<file path="src/rtl/rxq_pkg.sv">
package rxq_pkg;
    typedef enum logic [1:0] {
        Q_EMPTY = 2'd0,
        Q_SOME  = 2'd1,
        Q_FULL  = 2'd2
    } fill_e;

    localparam logic [1:0]  ADR_DATA  = 2'd0;
    localparam logic [1:0]  ADR_CTL   = 2'd1;
    localparam logic [1:0]  ADR_STAT  = 2'd2;
    localparam logic [1:0]  ADR_LINE  = 2'd3;
    localparam logic [15:0] STAT_BASE = 16'h0060;
endpackage

</file>
<file path="src/rtl/rxq_store.sv">
module rxq_store
    import rxq_pkg::*;
#(
    parameter int DEPTH = 16,
    parameter int W     = 8,
    localparam int AW   = $clog2(DEPTH),
    localparam int CW   = $clog2(DEPTH + 1)
) (
    input  logic          clk,
    input  logic          rst_n,
    input  logic          push,
    input  logic          pop,
    input  logic [W-1:0]  din,
    output logic [W-1:0]  dout,
    output logic [CW-1:0] count,
    output fill_e         state,
    output logic          dropped
);
    logic [W-1:0]  mem [DEPTH];
    logic [AW-1:0] wr_ptr, rd_ptr;
    logic          do_pop, do_push;
    fill_e         state_nx;

    assign do_pop  = pop && (state != Q_EMPTY);
    assign do_push = push && ((state != Q_FULL) || do_pop);
    assign dropped = push && !do_push;
    assign dout    = mem[rd_ptr];

    // Next-state process
    always_comb begin
        state_nx = state;
        unique case (state)
            Q_EMPTY: if (do_push) state_nx = Q_SOME;
            Q_SOME: begin
                if (do_push && !do_pop && count == CW'(DEPTH - 1))
                    state_nx = Q_FULL;
                else if (do_pop && !do_push && count == CW'(1))
                    state_nx = Q_EMPTY;
            end
            Q_FULL:  if (do_pop && !do_push) state_nx = Q_SOME;
            default: state_nx = Q_EMPTY;
        endcase
    end

    // State register
    always_ff @(posedge clk or negedge rst_n) begin
        if (!rst_n) state <= Q_EMPTY;
        else        state <= state_nx;
    end

    // Datapath outputs: pointers and count
    always_ff @(posedge clk or negedge rst_n) begin
        if (!rst_n) begin
            wr_ptr <= '0;
            rd_ptr <= '0;
            count  <= '0;
        end else begin
            if (do_push) wr_ptr <= (wr_ptr == AW'(DEPTH - 1)) ? '0 : wr_ptr + 1'b1;
            if (do_pop)  rd_ptr <= (rd_ptr == AW'(DEPTH - 1)) ? '0 : rd_ptr + 1'b1;
            if (do_push && !do_pop)      count <= count + 1'b1;
            else if (do_pop && !do_push) count <= count - 1'b1;
        end
    end

    always_ff @(posedge clk) begin
        if (do_push) mem[wr_ptr] <= din;
    end


    push_grow_chk: assert property (@(posedge clk) disable iff (!rst_n)
        (push && !pop && count < CW'(DEPTH)) |=> (count == $past(count) + 1'b1));

    both_keep_chk: assert property (@(posedge clk) disable iff (!rst_n)
        (push && pop && count != '0) |=> $stable(count));

    empty_pop_chk: assert property (@(posedge clk) disable iff (!rst_n)
        (pop && !push && count == '0) |=> (count == '0));
endmodule

</file>
<file path="src/rtl/rxq_flags.sv">
module rxq_flags #(
    parameter int CW = 5
) (
    input  logic [CW-1:0] count,
    input  logic [1:0]    trig_sel,
    input  logic [2:0]    lim_sel,
    output logic          svc_full,
    output logic          has_data,
    output logic          accept
);
    logic [CW-1:0] trig, lim;

    always_comb begin
        unique case (trig_sel)
            2'd0: trig = CW'(1);
            2'd1: trig = CW'(4);
            2'd2: trig = CW'(8);
            default: trig = CW'(14);
        endcase
        unique case (lim_sel)
            3'd0: lim = CW'(15);
            3'd1: lim = CW'(1);
            3'd2: lim = CW'(4);
            3'd3: lim = CW'(6);
            3'd4: lim = CW'(8);
            3'd5: lim = CW'(10);
            3'd6: lim = CW'(12);
            default: lim = CW'(14);
        endcase
    end

    assign svc_full = (count >= trig);
    assign has_data = !svc_full && (count != '0);
    assign accept   = (count < lim);
endmodule

</file>
<file path="src/rtl/rxq_status.sv">
module rxq_status
    import rxq_pkg::*;
#(
    parameter int DEPTH = 16,
    parameter int W     = 8,
    parameter int BW    = 16,
    localparam int CW   = $clog2(DEPTH + 1)
) (
    input  logic          clk,
    input  logic          rst_n,
    input  logic          bus_cs,
    input  logic          bus_we,
    input  logic [1:0]    bus_addr,
    input  logic [BW-1:0] bus_wdata,
    output logic [BW-1:0] bus_rdata,
    input  logic          rx_valid,
    input  logic [W-1:0]  rx_byte,
    output logic          rx_ready
);
    logic [BW-1:0] ctl_q, line_q;
    logic [W-1:0]  head;
    logic [CW-1:0] count;
    fill_e         state;
    logic          dropped, svc_full, has_data;
    logic          rd_en, wr_en, pop_req;

    assign rd_en   = bus_cs && !bus_we;
    assign wr_en   = bus_cs && bus_we;
    assign pop_req = rd_en && (bus_addr == ADR_DATA);

    rxq_store #(.DEPTH(DEPTH), .W(W)) u_store (
        .clk(clk), .rst_n(rst_n), .push(rx_valid), .pop(pop_req),
        .din(rx_byte), .dout(head), .count(count), .state(state),
        .dropped(dropped)
    );

    rxq_flags #(.CW(CW)) u_flags (
        .count(count), .trig_sel(ctl_q[8:7]), .lim_sel(ctl_q[11:9]),
        .svc_full(svc_full), .has_data(has_data), .accept(rx_ready)
    );

    always_ff @(posedge clk or negedge rst_n) begin
        if (!rst_n) begin
            ctl_q  <= '0;
            line_q <= '0;
        end else begin
            if (wr_en && bus_addr == ADR_CTL) ctl_q <= bus_wdata;
            if (wr_en && bus_addr == ADR_LINE)
                line_q <= bus_wdata | BW'(dropped);
            else if (rd_en && bus_addr == ADR_LINE)
                line_q <= BW'(dropped);
            else if (dropped)
                line_q[0] <= 1'b1;
        end
    end

    always_comb begin
        unique case (bus_addr)
            ADR_DATA: bus_rdata = (state == Q_EMPTY) ? '0 : BW'(head);
            ADR_CTL:  bus_rdata = ctl_q;
            ADR_STAT: bus_rdata = STAT_BASE | BW'({svc_full, has_data});
            default:  bus_rdata = line_q;
        endcase
    end


    ovf_set_chk: assert property (@(posedge clk) disable iff (!rst_n)
        (rx_valid && !pop_req && count == CW'(DEPTH)) |=> line_q[0]);

    line_clear_chk: assert property (@(posedge clk) disable iff (!rst_n)
        (rd_en && bus_addr == ADR_LINE && !dropped) |=> (line_q == '0));

    accept_cap_chk: assert property (@(posedge clk) disable iff (!rst_n)
        (count >= CW'(15)) |-> !rx_ready);

    flag_excl_chk: assert property (@(posedge clk) disable iff (!rst_n)
        (count == '0) |-> (bus_addr != ADR_STAT || bus_rdata[0] == 1'b0));
endmodule

</file>
<file path="config.mk">
export PLATFORM = sky130hd
export DESIGN_NAME = rxq_status
export DESIGN_NICKNAME = d
export VERILOG_FILES = /design/src/rtl/rxq_pkg.sv /design/src/rtl/rxq_store.sv /design/src/rtl/rxq_flags.sv /design/src/rtl/rxq_status.sv
export SDC_FILE = /design/constraint.sdc
export NUM_CORES = 1
export LEC_CHECK = 0
export BUFFER_PORTS_ARGS = -buffer_cell sky130_fd_sc_hd__buf_2
export CORE_MARGIN = 10
export CORE_UTILIZATION = 55
export CTS_BUF_LIST = sky130_fd_sc_hd__clkbuf_4
export DETAILED_ROUTE_END_ITERATION = 8
export PLACE_DENSITY_LB_ADDON = 0.15
export SETUP_SLACK_MARGIN = 0.5
export SLEW_MARGIN = 30
export SYNTH_ARGS = -nofsm -noshare
export SYNTH_HDL_FRONTEND = slang
export SYNTH_SLANG_ARGS = --single-unit
</file>
<file path="constraint.sdc">
create_clock -name clk -period 3.55 [get_ports clk]
set_input_delay 0.355 -clock clk [delete_from_list [all_inputs] [get_ports clk]]
set_output_delay 0.355 -clock clk [all_outputs]
set_load 0.01 [all_outputs]
</file>
==> out/metrics.cfg, run 1 <==
[sta]
finClkSkew_ps=17.5
hold_viol=0
period_share=0.828
rsz0062_at_grt=true
fin_crit_ps=2940
fmax_mhz=340
hold_slack_ps=44.9
fin_tns_setup_ps=0
setup_ws_ps=610
tightest_slew_ps=744
setup_viol=0
slew_headroom=0.500
slew_viol_final=0

[place]
dpl-instance-area_sq_mm=0.00822
dp_hpwl_mm=10.6
pre_cts_ws_ps=884
io_buffers=47
gp_congestion=0.792

[job]
drv_cap=0

[power_and_ir_drop]
peakVddDrop_mv=0.337
p_per_area_mw_per_mm2=651
seq_power_share=0.492
comb_power_share=0.311
power_leakage_nw=3.25
switching_share=0.316
pwr-share-clk=0.197
switching_power_mw=1.77
p_total_mw=5.59
p_int_mw=3.83

[logic_synthesis]
synth_edf_count=128
yosysSeqAreaShare=0.646
synth_top_flop_cell=edfxtp_1
yosysUniqueCellTypes=53
synthCells=463
ys_seq_elements=175
ys_warn_count=0
async_reset_ff_frac=0.269
avgSynthCellArea_sq_um=16.8
yosysTopAreaCell=edfxtp_1
yosysTopAreaCellShare=0.495
syn_nets=511
netlist_area_sq_mm=0.00777
synthTopCellsByArea=edfxtp_1 49%, dfrtp_1 15%, mux4_1 7.1%, mux2_2 4.8%, mux4_2 3.5%

[floorplanning]
ios=48
fp-row-count=43
die_h_microns=139
core_sq_mm=0.0139
start_util=0.560
die_w_microns=139
fp.dieArea_sq_mm=0.0193

[critical_path]
cp-end-kind=primary output
critical_path.startpoint_type=register
cp_data_arrival_time_ps=2590
crit_family=multiplexers
worstPathBufferInverterCount=2
crit_path_max_fanout=5
cpPeakStageDelay_ps=570
worstPathCellList=buf_4 -> mux4_1 -> mux4_2 -> nand3_1 -> o31ai_1 -> buf_2
cp_slowest_cell=mux4_1
worstPathRequired_ps=3190
path_class=reg -> out
rrSetupSlack_ps=1420

[final_layout]
nFillCells=1011
nets=572
design_area_sq_mm=0.00859
layout-drive-gt1-share=0.281
area_growth_pct=10.5
n_antenna_cell=0

[global_route]
groute.usage.overall=0.164
antenna_found_initial=0
grt_pass1_vias=4379
gr-total-overflow=0
grt_max_degree=48
grt_pass1_wl_mm=24.6

[cts]
cts_inserted_buffers=17
cts_tree=built
clk_latency_ps=550
htree_levels=4
clk_pin_slew_ps=140
cts_buffer_depth=2
clock-sinks=175
cts-root-buf=clkbuf_4

[detailed_routing]
num_vias=4292
wl_per_cell_microns=21.8
viasPerCell=5.99
drc_errors=0
drt_iter0_drc=221
ant_nets=0
wl_mm=15.6
firstDrtPassIters=4

[outcome]
status=completed

[min_path]
min_path_type=in -> reg

power by group through the flow:
stage	combinational, mW	sequential, mW	clock [mW]
after floorplan	1.34	2.65	0
after global placement	1.65	2.79	0
after detailed placement	1.69	2.81	0
after CTS	1.75	2.75	1.13
after global routing	1.91	2.78	1.23
final	1.74	2.75	1.10
cell families (layout without fill, tap and decap cells):
logic type | after synthesis | after routing | synth area share
AO/OA/AOI/OAI | 60 | 60 | 0.0593
XOR/XNOR | 6 | 6 | 0.00676
adder cells (fa/ha/maj) | 17 | 17 | 0.0274
buffers and inverters | 40 | 114 | 0.0238
flip-flops | 175 | 175 | 0.646
multiplexers | 81 | 81 | 0.173
AND/OR/NAND/NOR | 84 | 84 | 0.0636
worst reg2reg max path, cell delays in order (launching register included):
cell	delay, ps
dfrtp_1	460
inv_1	120
a211o_1	190
and2_1	390
and4b_1	630
flip-flops by register name, indices dropped and copies added (netlist names):
signal,count
ctl_q,16
line_q,16
u_store.count,5
u_store.mem,128
u_store.rd_ptr,4
u_store.state,2
u_store.wr_ptr,4
area by class of cell:
cell class / count / area, sq um / area share
clock buffer: 19 / 143 / 0.0166
clock inverter: 13 / 136 / 0.0159
inverter: 15 / 56.3 / 0.00656
multi-input combinational: 248 / 2590 / 0.302
sequential: 175 / 5020 / 0.585
tap: 180 / 225 / 0.0262
timing repair buffer: 67 / 408 / 0.0475
per-layer routing:
| layer | up-vias | track usage | share of wire |
|---|---|---|---|
| met2 | 95 | 0.273 | 0.50 |
| li1 | 1981 | - | - |
| met4 | 0 | 0.0511 | 0.012 |
| met5 | - | 0 | 0 |
| met3 | 14 | 0.0373 | 0.040 |
| met1 | 2202 | 0.209 | 0.45 |
layout by cell type, fill, tap and decap left out, drive strengths merged, types with 7 or more instances in the layout:
cell / n
edfxtp: 128
buf: 61
dfrtp: 47
mux2: 33
mux4: 33
clkbuf: 19
inv: 19
nand2: 18
ha: 17
mux2i: 15
a22o: 15
nor2b: 11
nor2: 11
a21oi: 8
o21ai: 7
worst paths after layout:
kind / from / end / cells past startpoint
worst min-delay path: bus_wdata[9] / line_q[9]$_DFFE_PN0P_ / 2
max in group asynchronous: rst_n / u_store.rd_ptr[1]$_DFFE_PN0P_ / 3
worst min register to register: line_q[12]$_DFFE_PN0P_ / line_q[12]$_DFFE_PN0P_ / 1
min in group asynchronous: rst_n / u_store.wr_ptr[2]$_DFFE_PN0P_ / 3
worst max-delay path: u_store.rd_ptr[0]$_DFFE_PN0P_ / bus_rdata[1] / 6
worst max register to register: u_store.state[1]$_DFFE_PN0P_ / u_store.mem[8][7]$_DFFE_PP_ / 4
Yosys cell counts (all sizes together) (5+ instances only):
cell type / count
nor2b: 11
dfrtp: 47
buf: 14
clkbuf: 11
ha: 17
o21ai: 7
edfxtp: 128
o22ai: 5
nand3: 5
mux2i: 15
nand4: 5
nand2: 18
inv: 15
mux4: 33
a21oi: 8
nor2: 11
mux2: 33
and3: 6
a22o: 15
through the flow:
stage,util,std cells
floorplan,-,463
global placement,0.591,676
detailed placement,0.592,676
CTS,0.618,716
global route,0.619,717
finish,0.619,717
repair_timing:
| item | CTS | global route |
|---|---|---|
| endpoints found under the setup margin | 8 | 4 |
| resized for setup | 3 | 3 |
| hold buffers | 5 | 1 |
| buffers inserted | 3 | 0 |
| cloned | 0 | 0 |
| endpoints found under the hold margin | 53 | 2 |
(Power assumes the default switching activity.)
==> run 2: changes to the inputs <==
==> constraint.sdc (replaced) <==
create_clock -name clk -period 2.45 [get_ports clk]
set_input_delay 0.245 -clock clk [delete_from_list [all_inputs] [get_ports clk]]
set_output_delay 0.245 -clock clk [all_outputs]
set_load 0.01 [all_outputs]
==> run 2 against run 1 <==
Against the previous run: the flow now finishes with violations (setup timing); sequential share of layout area shrank 3.1 points; via count is 4.2% higher; first-iteration DRC count up 41%; global-route usage is 0.87 points higher; combinational power is 83% higher; worst hold slack gained 15 ps; worst setup slack worse by 920 ps; clock power up 37%; non-clock buffer count up 45; power grew 55%; sequential power increased by 45%; clock skew hardly changed; largest cell class unchanged; largest power group unchanged; highest routed layer unchanged.
==> out/metrics.cfg, run 2 (synthesis results as in run 1) <==
[global_route]
grt_pass1_wl_mm=26.3  ; +6.8%
groute.usage.overall=0.173  ; +0.00868
grt_max_degree=33  ; -31%
antenna_found_initial=0  ; unchanged
grt_pass1_vias=4679  ; +6.9%
gr-total-overflow=0  ; unchanged

[sta]
slew_headroom=0.683  ; +0.182
period_share=1.13
setup_viol=8  ; +8
rsz0062_at_grt=true
tightest_slew_ps=474  ; -270 ps
fin_crit_ps=2760
slew_viol_final=0  ; unchanged
fin_tns_setup_ps=-2020  ; -2020 ps
hold_viol=0  ; unchanged
finClkSkew_ps=17.7  ; +0.114 ps
fmax_mhz=363
setup_ws_ps=-308  ; -918 ps
hold_slack_ps=59.5  ; +14.6 ps

[floorplanning]
die_h_microns=139  ; unchanged
core_sq_mm=0.0139  ; unchanged
ios=48  ; unchanged
die_w_microns=139  ; unchanged
fp.dieArea_sq_mm=0.0193  ; unchanged
fp-row-count=43  ; unchanged
start_util=0.560  ; unchanged

[critical_path]
cp_data_arrival_time_ps=2510  ; -80 ps
cp-end-kind=primary output
worstRegToRegCells=6  ; +2
worstPathBufferInverterCount=2  ; unchanged
worstPathRequired_ps=2200  ; -990 ps
crit_path_max_fanout=5  ; unchanged
worstPathCellList=clkbuf_16 -> mux4_2 -> mux4_2 -> nand3_2 -> o31ai_2 -> buf_2
cp_slowest_cell=mux4_2
critical_path_cell_count=6  ; unchanged
crit_family=multiplexers
crit_path_frequent_cell=mux4_2
critical_path.startpoint_type=register
cpPeakStageDelay_ps=510  ; -60 ps
path_class=reg -> out

[final_layout]
n_antenna_cell=0  ; unchanged
reg.largest.list=u_store.mem (128), ctl_q (16), line_q (16)
largest_reg_flops=128  ; unchanged
largest_register=u_store.mem
multi_input_area_sq_mm=0.00264  ; +1.8%
layout_common_cells=128 x edfxtp_1, 47 x buf_2, 41 x dfrtp_1
area_growth_pct=16.8
layout-drive-gt1-share=0.369  ; +0.0882
finalNonFillerCells=762  ; +6.3%
nFillCells=1031  ; +2.0%
layout_commonest_cell=edfxtp_1
seq_area_sq_mm=0.00503  ; about the same
nets=617  ; +7.9%

[detailed_routing]
num_vias=4474  ; +4.2%
wl_per_cell_microns=21.5  ; -1.2%
drt_iter0_drc=311  ; +41%
wl_mm=16.4  ; +5.0%
drc_errors=0  ; unchanged
ant_nets=0  ; unchanged
firstDrtPassIters=4  ; unchanged
viasPerCell=5.87  ; -1.9%

[place]
dp_hpwl_mm=10.8  ; +1.4%
pre_cts_ws_ps=208  ; -676 ps
dp_cells=697  ; +3.1%
io_buffers=47  ; unchanged
gp_congestion=0.806  ; +1.8%

[cts]
clock-sinks=175  ; unchanged
cts_buffer_depth=2  ; unchanged
cts_tree=built
cts-root-buf=clkbuf_4
cts_inserted_buffers=17  ; unchanged
clk_latency_ps=570  ; +20 ps
htree_levels=4  ; unchanged
clk_pin_slew_ps=140  ; about the same

[job]
drv_cap=0  ; unchanged

[outcome]
status=finished, violations left
violations=setup timing

[power_and_ir_drop]
p_per_area_mw_per_mm2=955  ; +47%
peakVddDrop_mv=0.459  ; +36%
power_leakage_nw=3.46  ; +6.5%

[min_path]
min_path_type=in -> reg
whs_path_depth=1  ; -1

==> run 2: cell count changes in the layout (fill, tap and decap cells not counted), sizes merged <==
cell and delta:
bufinv -1, dlygate4sd3 +16, clkinvlp -1, clkinv +3, buf +28, inv +1, clkbuf -1
==> run 2: cell type report <==
type	count	share of cell area
multi-input combinational	248	0.291
tap	180	0.0248
clock buffer	17	0.0141
sequential	175	0.554
timing repair buffer	112	0.0954
inverter	15	0.00620
clock inverter	15	0.0146
==> run 2: where the power goes <==
group	switching [mW]	total [mW]	internal, mW
combinational	1.41	3.18	1.77
clock	0.995	1.51	0.514
sequential	0.380	3.98	3.60
total	2.78	8.67	5.88
==> run 2: worst register-to-register path: stages, from the launching register on <==
cell     delay [ps]
dfrtp_2         470
inv_1           110
a211o_1         200
and2_4          220
buf_4           140
and4b_1         190
buf_4           210
==> run 2: metrics by stage <==
stage / power [mW] / util / area, sq um
after floorplan: 5.80 / - / 7780
final: 8.67 / 0.654 / 9080
after detailed placement: 6.66 / 0.605 / 8400
after global routing: 9.17 / 0.654 / 9080
after CTS: 8.66 / 0.651 / 9040
after global placement: 6.55 / 0.605 / 8400
==> run 2: per-layer routing <==
metal,vias to the layer above,GRT usage,part of all wire
met3,16,0.0438,0.045
met5,-,0,0
li1,2055,-,-
met1,2308,0.221,0.44
met2,95,0.280,0.50
met4,0,0.0599,0.013
==> run 2: worst paths after layout <==
| path | start | end | slack (ps) |
|---|---|---|---|
| worst max-delay path | u_store.rd_ptr[0]$_DFFE_PN0P_ | bus_rdata[1] | -310 |
| worst min-delay path | rx_byte[7] | u_store.mem[13][7]$_DFFE_PP_ | 60 |
| worst max register to register | u_store.state[1]$_DFFE_PN0P_ | u_store.mem[8][0]$_DFFE_PP_ | 630 |
| worst min register to register | line_q[10]$_DFFE_PN0P_ | line_q[10]$_DFFE_PN0P_ | 520 |
| max in group asynchronous | rst_n | ctl_q[10]$_DFFE_PN0P_ | 1550 |
| min in group asynchronous | rst_n | u_store.count[3]$_DFFE_PN0P_ | 120 |
==> run 2: timing repair <==
action | CTS | global route
cloned | 2 | 0
gates resized for setup | 45 | 11
pin swaps | 9 | 7
setup endpoints to repair | 17 | 61
setup buffers | 8 | 1
endpoints found under the hold margin | 115 | 0
hold buffers | 22 | 0
